==> src/rtl/xsram_pkg.sv <==
// Shared types and elaboration-time helpers for the static RAM sequencer.
// Assumes all timing values are given in picoseconds.
package xsram_pkg;

    typedef enum logic [2:0] {
        ST_IDLE     = 3'd0,
        ST_RD_ACC   = 3'd1,
        ST_RD_TURN  = 3'd2,
        ST_WR_SETUP = 3'd3,
        ST_WR_PULSE = 3'd4,
        ST_WR_HOLD  = 3'd5
    } xs_state_e;

    typedef struct packed {
        logic ce_n;
        logic ce;
        logic we_n;
        logic oe_n;
        logic dq_oe;
    } xs_pins_t;

    localparam xs_pins_t PINS_QUIET = '{ce_n: 1'b1, ce: 1'b0, we_n: 1'b1,
                                        oe_n: 1'b1, dq_oe: 1'b0};

    // Round a time up to whole clock cycles.
    function automatic int unsigned ps_to_cycles(input int unsigned t_ps,
                                                 input int unsigned clk_ps);
        return (t_ps + clk_ps - 1) / clk_ps;
    endfunction

    function automatic int unsigned max_u(input int unsigned a, input int unsigned b);
        return (a > b) ? a : b;
    endfunction

endpackage

==> src/rtl/xsram_timer.sv <==
// Phase timer: a loadable down counter that reports expiry at zero.
// Assumes the controller loads it on entry to every timed phase.
module xsram_timer #(
    parameter int CNT_W = 3
) (
    input  logic             clk,
    input  logic             rst_n,
    input  logic             load,
    input  logic [CNT_W-1:0] load_val,
    output logic             expired
);
    logic [CNT_W-1:0] cnt;

    // Count down toward zero; a load overrides the count.
    always_ff @(posedge clk) begin
        if (!rst_n)
            cnt <= '0;
        else if (load)
            cnt <= load_val;
        else if (cnt != '0)
            cnt <= cnt - 1'b1;
    end

    assign expired = (cnt == '0);

    AST_TMR_NO_WRAP: assert property (@(posedge clk) disable iff (!rst_n)
        (!load && cnt == '0) |=> (cnt == '0));

endmodule

==> src/rtl/xsram_strobes.sv <==
// Strobe register: decodes the next phase into memory control pins and
// registers them so the pins are glitch free and change on one edge.
// Assumes the phase encoding from xsram_pkg.
module xsram_strobes
    import xsram_pkg::*;
(
    input  logic      clk,
    input  logic      rst_n,
    input  xs_state_e nxt_state,
    output xs_pins_t  pins
);
    xs_pins_t pins_d;

    // Map each phase to its pin levels.
    always_comb begin
        pins_d = PINS_QUIET;
        unique case (nxt_state)
            ST_RD_ACC: begin
                pins_d.ce_n = 1'b0;
                pins_d.ce   = 1'b1;
                pins_d.oe_n = 1'b0;
            end
            ST_WR_SETUP, ST_WR_HOLD: begin
                pins_d.ce_n  = 1'b0;
                pins_d.ce    = 1'b1;
                pins_d.dq_oe = 1'b1;
            end
            ST_WR_PULSE: begin
                pins_d.ce_n  = 1'b0;
                pins_d.ce    = 1'b1;
                pins_d.we_n  = 1'b0;
                pins_d.dq_oe = 1'b1;
            end
            default: pins_d = PINS_QUIET;
        endcase
    end

    // Register the pins; reset leaves the memory deselected.
    always_ff @(posedge clk) begin
        if (!rst_n)
            pins <= PINS_QUIET;
        else
            pins <= pins_d;
    end

    AST_WE_NEEDS_SELECT: assert property (@(posedge clk) disable iff (!rst_n)
        !pins.we_n |-> (!pins.ce_n && pins.ce));

endmodule

==> src/rtl/xsram_datapath.sv <==
// Address, write-data and read-data registers. The address and write data
// are loaded only when a request is accepted; read data is captured on
// the controller's capture strobe and flagged for one cycle.
module xsram_datapath #(
    parameter int ADDR_W = 16,
    parameter int DATA_W = 8
) (
    input  logic              clk,
    input  logic              rst_n,
    input  logic              accept,
    input  logic [ADDR_W-1:0] req_addr,
    input  logic [DATA_W-1:0] req_wdata,
    input  logic              capture,
    input  logic [DATA_W-1:0] dq_i,
    output logic [ADDR_W-1:0] mem_addr,
    output logic [DATA_W-1:0] dq_o,
    output logic [DATA_W-1:0] rdata,
    output logic              rsp_valid
);
    // Hold the request fields for the whole sequence.
    always_ff @(posedge clk) begin
        if (!rst_n) begin
            mem_addr <= '0;
            dq_o     <= '0;
        end else if (accept) begin
            mem_addr <= req_addr;
            dq_o     <= req_wdata;
        end
    end

    // Capture read data and raise a one-cycle response.
    always_ff @(posedge clk) begin
        if (!rst_n) begin
            rdata     <= '0;
            rsp_valid <= 1'b0;
        end else begin
            rsp_valid <= capture;
            if (capture)
                rdata <= dq_i;
        end
    end

    AST_RSP_ONE_CYCLE: assert property (@(posedge clk) disable iff (!rst_n)
        rsp_valid |=> !rsp_valid);

endmodule

==> src/rtl/xsram_ctrl.sv <==
// Static RAM access sequencer (top). Accepts one request at a time and
// steps through timed phases: read access then a bus turnaround, or
// write setup, write pulse and write hold. Phase lengths come from the
// clock period and timing minimums. Assumes the pad ring builds the
// tristate driver from mem_dq_o / mem_dq_oe and returns mem_dq_i.
module xsram_ctrl
    import xsram_pkg::*;
#(
    parameter int ADDR_W       = 16,
    parameter int DATA_W       = 8,
    parameter int CLK_PERIOD_PS = 5000,
    parameter int T_CYCLE_PS    = 20000,
    parameter int T_ACCESS_PS   = 20000,
    parameter int T_WPULSE_PS   = 12000,
    parameter int T_HIZ_PS      = 5000
) (
    input  logic              clk,
    input  logic              rst_n,
    input  logic              req_valid,
    output logic              req_ready,
    input  logic              req_write,
    input  logic [ADDR_W-1:0] req_addr,
    input  logic [DATA_W-1:0] req_wdata,
    output logic              rsp_valid,
    output logic [DATA_W-1:0] rsp_rdata,
    output logic [ADDR_W-1:0] mem_addr,
    output logic              mem_ce_n,
    output logic              mem_ce,
    output logic              mem_we_n,
    output logic              mem_oe_n,
    output logic [DATA_W-1:0] mem_dq_o,
    output logic              mem_dq_oe,
    input  logic [DATA_W-1:0] mem_dq_i
);
    // Phase lengths in cycles, each minimum rounded up.
    localparam int unsigned CYC_MIN  = ps_to_cycles(T_CYCLE_PS, CLK_PERIOD_PS);
    localparam int unsigned RD_CYC   = max_u(1, max_u(ps_to_cycles(T_ACCESS_PS, CLK_PERIOD_PS), CYC_MIN));
    localparam int unsigned WP_CYC   = max_u(1, max_u(ps_to_cycles(T_WPULSE_PS, CLK_PERIOD_PS),
                                                    (CYC_MIN > 2) ? CYC_MIN - 2 : 1));
    localparam int unsigned TURN_CYC = max_u(1, ps_to_cycles(T_HIZ_PS, CLK_PERIOD_PS));
    localparam int unsigned MAX_CYC  = max_u(RD_CYC, max_u(WP_CYC, TURN_CYC));
    localparam int          CNT_W    = (MAX_CYC < 2) ? 1 : $clog2(MAX_CYC);

    xs_state_e        state, nxt;
    xs_pins_t         pins;
    logic             accept, capture, tmr_load, tmr_done;
    logic [CNT_W-1:0] tmr_val;
    logic [1:0]       oe_quiet;

    assign req_ready = (state == ST_IDLE);
    assign accept    = req_valid && req_ready;
    assign capture   = (state == ST_RD_ACC) && tmr_done;

    // Next-phase selection.
    always_comb begin
        nxt = state;
        unique case (state)
            ST_IDLE:     if (req_valid) nxt = req_write ? ST_WR_SETUP : ST_RD_ACC;
            ST_RD_ACC:   if (tmr_done) nxt = ST_RD_TURN;
            ST_RD_TURN:  if (tmr_done) nxt = ST_IDLE;
            ST_WR_SETUP: nxt = ST_WR_PULSE;
            ST_WR_PULSE: if (tmr_done) nxt = ST_WR_HOLD;
            ST_WR_HOLD:  nxt = ST_IDLE;
            default:     nxt = ST_IDLE;
        endcase
    end

    // Timer load on entry to a timed phase.
    always_comb begin
        tmr_load = 1'b0;
        tmr_val  = '0;
        if (nxt != state) begin
            unique case (nxt)
                ST_RD_ACC:   begin tmr_load = 1'b1; tmr_val = CNT_W'(RD_CYC - 1);   end
                ST_RD_TURN:  begin tmr_load = 1'b1; tmr_val = CNT_W'(TURN_CYC - 1); end
                ST_WR_PULSE: begin tmr_load = 1'b1; tmr_val = CNT_W'(WP_CYC - 1);   end
                default:     begin tmr_load = 1'b0; tmr_val = '0;                   end
            endcase
        end
    end

    // Phase register.
    always_ff @(posedge clk) begin
        if (!rst_n)
            state <= ST_IDLE;
        else
            state <= nxt;
    end

    xsram_timer #(.CNT_W(CNT_W)) u_timer (
        .clk      (clk),
        .rst_n    (rst_n),
        .load     (tmr_load),
        .load_val (tmr_val),
        .expired  (tmr_done)
    );

    xsram_strobes u_strobes (
        .clk       (clk),
        .rst_n     (rst_n),
        .nxt_state (nxt),
        .pins      (pins)
    );

    xsram_datapath #(.ADDR_W(ADDR_W), .DATA_W(DATA_W)) u_data (
        .clk       (clk),
        .rst_n     (rst_n),
        .accept    (accept),
        .req_addr  (req_addr),
        .req_wdata (req_wdata),
        .capture   (capture),
        .dq_i      (mem_dq_i),
        .mem_addr  (mem_addr),
        .dq_o      (mem_dq_o),
        .rdata     (rsp_rdata),
        .rsp_valid (rsp_valid)
    );

    assign mem_ce_n  = pins.ce_n;
    assign mem_ce    = pins.ce;
    assign mem_we_n  = pins.we_n;
    assign mem_oe_n  = pins.oe_n;
    assign mem_dq_oe = pins.dq_oe;

    // Cycles since output enable was last low, saturating; guards turnaround.
    always_ff @(posedge clk) begin
        if (!rst_n)
            oe_quiet <= 2'd3;
        else if (!mem_oe_n)
            oe_quiet <= 2'd0;
        else if (oe_quiet != 2'd3)
            oe_quiet <= oe_quiet + 2'd1;
    end

    AST_IDLE_AFTER_RESET: assert property (@(posedge clk)
        !rst_n |=> (req_ready && mem_ce_n && !mem_ce && mem_we_n && mem_oe_n && !mem_dq_oe));
    AST_BUSY_AFTER_ACCEPT: assert property (@(posedge clk) disable iff (!rst_n)
        (req_valid && req_ready) |=> !req_ready);
    AST_NO_DRIVE_FIGHT: assert property (@(posedge clk) disable iff (!rst_n)
        !(mem_dq_oe && !mem_oe_n));
    AST_TURNAROUND_GAP: assert property (@(posedge clk) disable iff (!rst_n)
        $rose(mem_dq_oe) |-> (oe_quiet >= 2'd2));
    AST_ADDR_MOVES_WE_HIGH: assert property (@(posedge clk) disable iff (!rst_n)
        !$stable(mem_addr) |-> (mem_we_n && $past(mem_we_n)));
    AST_NO_WRITE_RSP: assert property (@(posedge clk) disable iff (!rst_n)
        rsp_valid |-> $past(state == ST_RD_ACC));

endmodule

==> config.mk <==
export PLATFORM = sky130hd
export DESIGN_NAME = xsram_ctrl
export DESIGN_NICKNAME = d
export VERILOG_FILES = /design/src/rtl/xsram_pkg.sv /design/src/rtl/xsram_timer.sv /design/src/rtl/xsram_strobes.sv /design/src/rtl/xsram_datapath.sv /design/src/rtl/xsram_ctrl.sv
export SDC_FILE = /design/constraint.sdc
export NUM_CORES = 1
export LEC_CHECK = 0
export BUFFER_PORTS_ARGS = -buffer_cell sky130_fd_sc_hd__buf_2
export CAP_MARGIN = 20
export CORE_MARGIN = 4
export CORE_UTILIZATION = 46
export DETAILED_ROUTE_END_ITERATION = 8
export PLACE_DENSITY = 0.82
export REMOVE_ABC_BUFFERS = 1
export SYNTH_ARGS = -nofsm -noshare
export SYNTH_HDL_FRONTEND = slang
export SYNTH_SLANG_ARGS = --single-unit
==> constraint.sdc <==
create_clock -name clk -period 4.9 [get_ports clk]
set_input_delay 0.98 -clock clk [delete_from_list [all_inputs] [get_ports clk]]
set_output_delay 0.98 -clock clk [all_outputs]
set_load 0.03 [all_outputs]
==> results.md, run 1 <==
* Status: complete, no violations
* Worst min path class: flop to flop
* Share of cells above drive strength 1 at 33.6%
* DR vias at 1475
* First-pass GRT wire length at 6120 um
* Compound-Gate Fraction of Synth Area at 15.7%
* Simple-gate share of the synthesized area at 24.1%
* Worst-case clock buffer depth at 2
* R2R setup slack at 3.09 ns
* Busiest layer in global routing: met2
* Post-synth top area share at 49.1%
* Yosys warns at 0
* Worst skew pair latency at 0.29 ns
* Rel. slew slack at 45.5%
* Die Height at 69.8 um
* Clk slew on worst S/H paths at 0.08 ns
* Worst Hold Launch: u_data.dq_o[1]$_SDFFE_PN0P_
* Slew Viols, Final at 0
* Clock tree sinks at 43
* I/O Pins at 75
* Post-DP Area at 2090 um^2
* Tmin final at 2.36 ns
* Synth area leaders: dfxtp_1, nand2_1, a21boi_1
* CP startpoint kind: flop
* Hold Buf Count CTS at 0
* Unrepaired setup endpoints after global routing: false
* Register area share after synthesis at 49.1%
* Routed Antenna Nets at 0
* FP Rows at 22
* CP Class: flop to primary output
* Worst r2r src: state[1]$_SDFF_PN0_
* DRC violations left at 0
* Number of buffers created by CTS at 5
* Drt total wl at 3720 um
* Leakage at 1.01 nW
* Die width at 69.8 um
* PortBufs at 74
* Capturing point of the worst reg2reg path: u_timer.cnt[0]$_SDFFE_PN0P_
* Hold Fails Final Rpt at 0
* Post-synthesis mux area share at 4.56%
* Worst-path maximum fanout at 13
* Maxcap violations at 0
* Synth Area in XOR/XNOR at 0%
* Hold Crit Depth at 2
* CTS H-tree depth at 2
* Reg2Reg Depth at 3
* GRT Util Overall at 15.7%
* Synth async-reset ratio at 0%
* Synthesized area per cell at 9.18 um^2
* Worst VDD drop at 0.248 mV
* Most frequent cell after synthesis: nand2_1
* Initial antenna violation count at 0
* Fmax at 0.424 GHz
* CTS tree: done
* Mapped Cells at 191
* Crit path DAT at 1.38 ns
* Power density over the cells at 471 nW/um^2
* DR WL/cell at 12.1 um
* Setup TNS at 0 ns
* Main combinational cell family by area after synthesis: simple AND/OR/NAND/NOR gates
* Initial Util at 47.9%
* Die ar. at 4870 um^2
* Worst setup EP type: primary output
* Setup violators final at 0
* Largest net degree at the start of global routing at 43
* GPL Wtd Cong at 0.758
* Critical path data required time at 3.92 ns
* Synth cell count leaders: nand2_1, dfxtp_1, a21boi_1
* Period utilization at 48.1%
* DR pass1 iterations at 4
* Root buffer cell: clkbuf_8
* Flops & latches, synth at 43
* Initial DRC Count at 46
* M3 GR Usage at 6.38%
* M2 GR Usage at 25.6%
* Tot Pwr at 1.03 mW
* Nets@finish at 296
* Final Skew at 0.00457 ns
* Via density at 4.80
* Total setup buffers inserted after CTS at 0
* Dpl hpwl at 2640 um
* EDFF count, synth at 0
* Final instance area at 2190 um^2
* Syn Std Cell Area at 1750 um^2
* Core Region at 3660 um^2
* Ant diodes at 0
* Post-CTS Resized at 0
* Vias in the first global route at 1384
* Grt total ovfl at 0
* Hold EP: u_data.dq_o[1]$_SDFFE_PN0P_
* Leading area contributor after synthesis: dfxtp_1
* Grt met1 use at 17.6%
* Least-Margin Pin Slew at 0.817 ns
* Synth Flop Type: dfxtp_1
* Layout area overhead at 25.0%
* Adder-cell share of the synthesized area at 0.713%
* Number of library cell types mapped by synthesis at 32
## report_power, final
part           switching (mW)  leakage (nW)  internal (mW)
Combinational           0.229         0.608          0.135
Sequential             0.0407         0.352          0.406
Clock                   0.111        0.0470          0.111
## cells by family (layout without fill, tap and decap cells)
kind of cell,Yosys count,in the layout
muxes,8,8
buffers and inverters,17,85
DFF,43,43
AOI/OAI and AO/OA,37,37
and+or+nand+nor,85,85
adders and majority gates,1,1
## per-stage QoR
| stage | util (%) | worst slack (ns) | std cells | hold slack [ns] |
|---|---|---|---|---|
| after floorplan | - | 2.79 | 177 | 0.583 |
| after global placement | 57.2 | 2.51 | 299 | 0.439 |
| after detailed placement | 57.2 | 2.46 | 299 | 0.442 |
| after CTS | 59.6 | 2.53 | 306 | 0.453 |
| after global routing | 59.9 | 2.47 | 307 | 0.469 |
| final | 59.9 | 2.54 | 307 | 0.450 |
## per-layer routing
layer	vias up	share of wire (%)
met5	-	0
met4	0	2.4
met3	8	7.0
li1	762	-
met1	664	41
met2	41	49
## how the worst max path moves through the flow
| stage | cells after the start | to | start |
|---|---|---|---|
| floorplan | 2 | req_ready | state[1]$_SDFF_PN0_ |
| global placement | 4 | u_data.mem_addr[2]$_SDFFE_PN0P_ | req_valid |
| detailed placement | 4 | u_data.dq_o[2]$_SDFFE_PN0P_ | req_valid |
| CTS | 3 | req_ready | state[1]$_SDFF_PN0_ |
| global route | 3 | req_ready | state[1]$_SDFF_PN0_ |
| finish | 3 | req_ready | state[1]$_SDFF_PN0_ |
## worst max-delay path: stages (launching register included)
cell and delay (ns):
dfxtp_1 0.45, or2_2 0.36, nor2_1 0.08, buf_2 0.20
## state kept, by name, summed over array words and instances, names as in the netlist
register and cells:
u_data.mem_addr 16, u_data.rsp_valid 1, u_strobes.pins 5, u_data.rdata 8, u_timer.cnt 2, u_data.dq_o 8
state 3
## cell usage in the layout (no fill, tap or decap), types with 2 or more instances in the layout
| cell type | Yosys | final |
|---|---|---|
| buf_2 | 4 | 74 |
| nand2_1 | 52 | 52 |
| dfxtp_1 | 43 | 43 |
| a21boi_1 | 20 | 20 |
| nor2b_1 | 12 | 12 |
| mux2i_1 | 8 | 8 |
| clkbuf_8 | 0 | 6 |
| nor2_1 | 5 | 5 |
| and2_1 | 5 | 5 |
| a21boi_0 | 4 | 4 |
| or2_2 | 3 | 3 |
| inv_1 | 3 | 3 |
| a21oi_1 | 3 | 3 |
| o21a_1 | 2 | 2 |
| or4b_1 | 2 | 2 |
## area by class of cell
class / count / area [um^2]
clock buffers: 6 / 82.6
clock inverters: 1 / 5.00
fillers: 350 / 1470
inverters: 3 / 11.3
multi-input cells: 131 / 791
flip-flops and latches: 43 / 861
well taps: 48 / 60.1
repair buffers: 75 / 382
No activity file was read; power rests on OpenSTA's default activity.
==> run 2: changes to the inputs <==
--- a/config.mk
+++ b/config.mk
@@ -5,6 +5,7 @@
 export SDC_FILE = /design/constraint.sdc
 export NUM_CORES = 1
 export LEC_CHECK = 0
+export ABC_AREA = 1
 export BUFFER_PORTS_ARGS = -buffer_cell sky130_fd_sc_hd__buf_2
 export CAP_MARGIN = 20
 export CORE_MARGIN = 4
==> constraint.sdc (replaced) <==
create_clock -name clk -period 2.4 [get_ports clk]
set_input_delay 0.48 -clock clk [delete_from_list [all_inputs] [get_ports clk]]
set_output_delay 0.48 -clock clk [all_outputs]
set_load 0.03 [all_outputs]
==> run 2 against run 1 <==
  * Worst hold slack worse by 0.0092 ns
  * Highest routed layer unchanged
  * Sequential cell count stayed put
  * Utilization is 4.9 points higher
  * Wire length is 8.6% higher
  * Die area is 1.5% lower
  * Largest cell class unchanged
  * Synthesized area is 1.6% lower
  * Combinational power is 150% higher
  * Register-to-register slack worse by 2.6 ns
  * Cell count is 10% higher
  * First-iteration DRC count is 72% higher
  * Clock skew is 0.00093 ns lower
==> results.md, run 2 <==
* Status: complete, no violations (unchanged)
* Final Skew at 0.00364 ns (was 0.00457 ns)
* Rel. slew slack at 69.4% (was 45.5%)
* Multi-input gate area at 718 um^2 (was 791 um^2)
* Power density over the cells at 1090 nW/um^2 (was 471 nW/um^2)
* Worst r2r src: u_timer.cnt[1]$_SDFFE_PN0P_ (was state[1]$_SDFF_PN0_)
* CTS tree: done (unchanged)
* Crit path DAT at 2.13 ns (was 1.38 ns)
* PortBufs at 74 (unchanged)
* Reg area at 861 um^2 (unchanged)
* DR vias at 1676 (was 1475)
* Clock tree sinks at 43 (unchanged)
* Synth area leaders: dfxtp_1, a21oi_1, nand2_1 (was dfxtp_1, nand2_1, a21boi_1)
* Most flops, register: u_data.mem_addr (unchanged)
* Routed Antenna Nets at 0 (unchanged)
* Most frequent cell after synthesis: dfxtp_1 (was nand2_1)
* Commonest non-fill, non-tap cells in the layout: buf_2, dfxtp_1, nand2_1, a21oi_1, nand3_1 (was buf_2, nand2_1, dfxtp_1, a21boi_1, nor2b_1)
* Initial DRC Count at 79 (was 46)
* Tot Pwr at 2.46 mW (was 1.03 mW)
* CP max-delay cell: ha_1 (was dfxtp_1)
* Yosys warns at 0 (unchanged)
* Syn Std Cell Area at 1730 um^2 (was 1750 um^2)
* Period utilization at 81.0%
* Grt total ovfl at 0 (unchanged)
* Via density at 4.96 (was 4.80)
* Unrepaired setup endpoints after global routing: false (unchanged)
* Initial antenna violation count at 0 (unchanged)
* Critical path data required time at 2.59 ns (was 3.92 ns)
* Number of buffers created by CTS at 5 (unchanged)
* Synthesized area per cell at 7.81 um^2 (was 9.18 um^2)
* Die width at 69.2 um (was 69.8 um)
* Post-synth top area share at 49.9% (was 49.1%)
* Clock power share at 26.5% (was 21.4%)
* Die ar. at 4790 um^2 (was 4870 um^2)
* Clk slew on worst S/H paths at 0.07 ns (was 0.08 ns)
* Cell internal pwr at 1.53 mW (was 0.652 mW)
* Switch Pwr at 0.926 mW (was 0.381 mW)
* Mapped Cells at 221 (was 191)
* Register area share after synthesis at 49.9% (was 49.1%)
* Root buffer cell: clkbuf_8 (unchanged)
* Worst skew pair latency at 0.29 ns (about the same)
* Most common cell after layout, fill and taps aside: buf_2 (unchanged)
* Vias in the first global route at 1542 (was 1384)
* DR WL/cell at 11.9 um (was 12.1 um)
* Worst path max stage delay at 0.36 ns (was 0.45 ns)
* Worst Hold Launch: u_data.rdata[0]$_SDFFE_PN0P_ (was u_data.dq_o[1]$_SDFFE_PN0P_)
* Drt total wl at 4040 um (was 3720 um)
* Number of library cell types mapped by synthesis at 25 (was 32)
* GPL Wtd Cong at 0.829 (was 0.758)
* Synth cell count leaders: dfxtp_1, nand2_1, a21oi_1 (was nand2_1, dfxtp_1, a21boi_1)
* EDFF count, synth at 0 (unchanged)
* CP dominant cell by count: nand2_2
* Hold Fails Final Rpt at 0 (unchanged)
* Share of cells above drive strength 1 at 35.3% (was 33.6%)
* Sequential power share at 36.6% (was 43.3%)
* Worst setup EP type: flop (was primary output)
* Die Height at 69.2 um (was 69.8 um)
* Largest net degree at the start of global routing at 27 (was 43)
* CP startpoint kind: flop (unchanged)
* Fmax at 0.514 GHz
* FP Rows at 21 (was 22)
* Least-Margin Pin Slew at 0.459 ns (was 0.817 ns)
* CTS H-tree depth at 2 (unchanged)
* CP Class: flop to flop (was flop to primary output)
* Initial Util at 49.7% (was 47.9%)
* DR pass1 iterations at 4 (unchanged)
* I/O Pins at 75 (unchanged)
* Worst min path class: flop to flop (unchanged)
* Ant diodes at 0 (unchanged)
* Layout area overhead at 30.3% (was 25.0%)
* Synth Flop Type: dfxtp_1 (unchanged)
* Post-CTS Resized at 0 (unchanged)
* Worst-case clock buffer depth at 2 (unchanged)
* Slew Viols, Final at 0 (unchanged)
* Core Region at 3470 um^2 (was 3660 um^2)
* Filler cell count at 326 (was 350)
* Hold Buf Count CTS at 0 (unchanged)
* Worst VDD drop at 0.667 mV (was 0.248 mV)
* GRT Util Overall at 16.8% (was 15.7%)
* Setup violators final at 0 (unchanged)
* Leading area contributor after synthesis: dfxtp_1 (unchanged)
* Flops & latches, synth at 43 (unchanged)
* Maxcap violations at 0 (unchanged)
* Setup crit start: u_timer.cnt[1]$_SDFFE_PN0P_ (was state[1]$_SDFF_PN0_)
* First-pass GRT wire length at 6730 um (was 6120 um)
* Dpl hpwl at 2960 um (was 2640 um)
* Regs by FF count: u_data.mem_addr x16, u_data.dq_o x8, u_data.rdata x8 (unchanged)
* DRC violations left at 0 (unchanged)
* Setup TNS at 0 ns (unchanged)
* Number of flip-flops in the largest register at 16 (unchanged)
* Total setup buffers inserted after CTS at 0 (unchanged)
* Combinational share of power at 36.9% (was 35.3%)
* Tmin final at 1.94 ns
* Leakage at 1.09 nW (was 1.01 nW)
* Nets@finish at 328 (was 296)
* CP cell instances: inv_1 -> ha_1 -> nand3_2 -> nand4_1 -> nand2_2 -> o21ai_2 -> nand2_2 -> o21ai_1 -> nor2_1 (was or2_2 -> nor2_1 -> buf_2)
* Switch share at 37.7% (was 36.9%)
* Worst-path maximum fanout at 20 (was 13)
* Synth async-reset ratio at 0% (unchanged)
-- run 2: cell count changes after synthesis, moves of 8 or more --
cell | previous run | this run
nand2_1 | 52 | 40
mux2i_1 | 8 | 0
a21oi_1 | 3 | 35
o21ai_0 | 1 | 10
inv_1 | 3 | 16
nand3_1 | 0 | 28
nor2b_1 | 12 | 0
a21boi_1 | 20 | 0
-- run 2: logic make-up after synthesis --
kind of cell	after synthesis	synth area share [%]
simple gates	91	25.5
buf+inv	35	8.48
flops	43	49.9
fa+ha+maj	1	0.725
compound gates	51	15.4
-- run 2: layout make-up --
type / count / area share, %
clock buffer: 5 / 3.06
clock inverter: 3 / 3.01
tap: 46 / 2.56
multi-input combinational: 143 / 31.9
sequential: 43 / 38.3
timing repair buffer: 78 / 17.8
inverter: 20 / 3.34
-- run 2: path summary, 6_finish.rpt --
kind	slack, ns	depth (start not counted)	end
worst max-delay path	0.46	9	u_timer.cnt[0]$_SDFFE_PN0P_
worst max register to register	0.46	9	u_timer.cnt[0]$_SDFFE_PN0P_
worst min-delay path	0.44	2	u_data.rdata[0]$_SDFFE_PN0P_
worst min register to register	0.44	2	u_data.rdata[0]$_SDFFE_PN0P_
-- run 2: critical path, delay by kind of cell, from the launching register on --
kind                     cells  cell delay [ns]
buffers and inverters        1             0.08
AND/OR/NAND/NOR              5             0.81
AO/OA/AOI/OAI                2             0.29
flip-flops                   1             0.30
adder cells (fa/ha/maj)      1             0.36
-- run 2: metrics by stage --
step                hold slack [ns]  util, %  instance area [um^2]  worst slack (ns)  std cells
finish                        0.441     64.8                  2250             0.455        338
detailed placement            0.432     60.9                  2110             0.502        330
global route                  0.444     64.8                  2250             0.267        338
global placement              0.429     60.9                  2110             0.534        330
CTS                           0.442     64.8                  2250             0.481        338
floorplan                     0.483        -                  1650             0.676        206
-- run 2: power groups by stage --
stage / clock network (mW) / registers [mW] / logic, mW
2_1_floorplan: 0 / 1.10 / 0.469
3_3_place_gp: 0 / 0.913 / 0.901
3_5_place_dp: 0 / 0.916 / 0.909
4_1_cts: 0.664 / 0.900 / 0.913
6_report: 0.651 / 0.899 / 0.908
5_1_grt: 0.698 / 0.915 / 1.00
-- run 2: layer usage --
| layer | share of wire, % | global-route usage, % | wire, um | vias up |
|---|---|---|---|---|
| li1 | - | - | - | 870 |
| met1 | 42 | 19.2 | 1690 | 750 |
| met2 | 49 | 28.8 | 1980 | 46 |
| met3 | 5.7 | 4.64 | 230 | 10 |
| met4 | 3.2 | 8.24 | 131 | 0 |
| met5 | 0 | 0 | 0 | - |
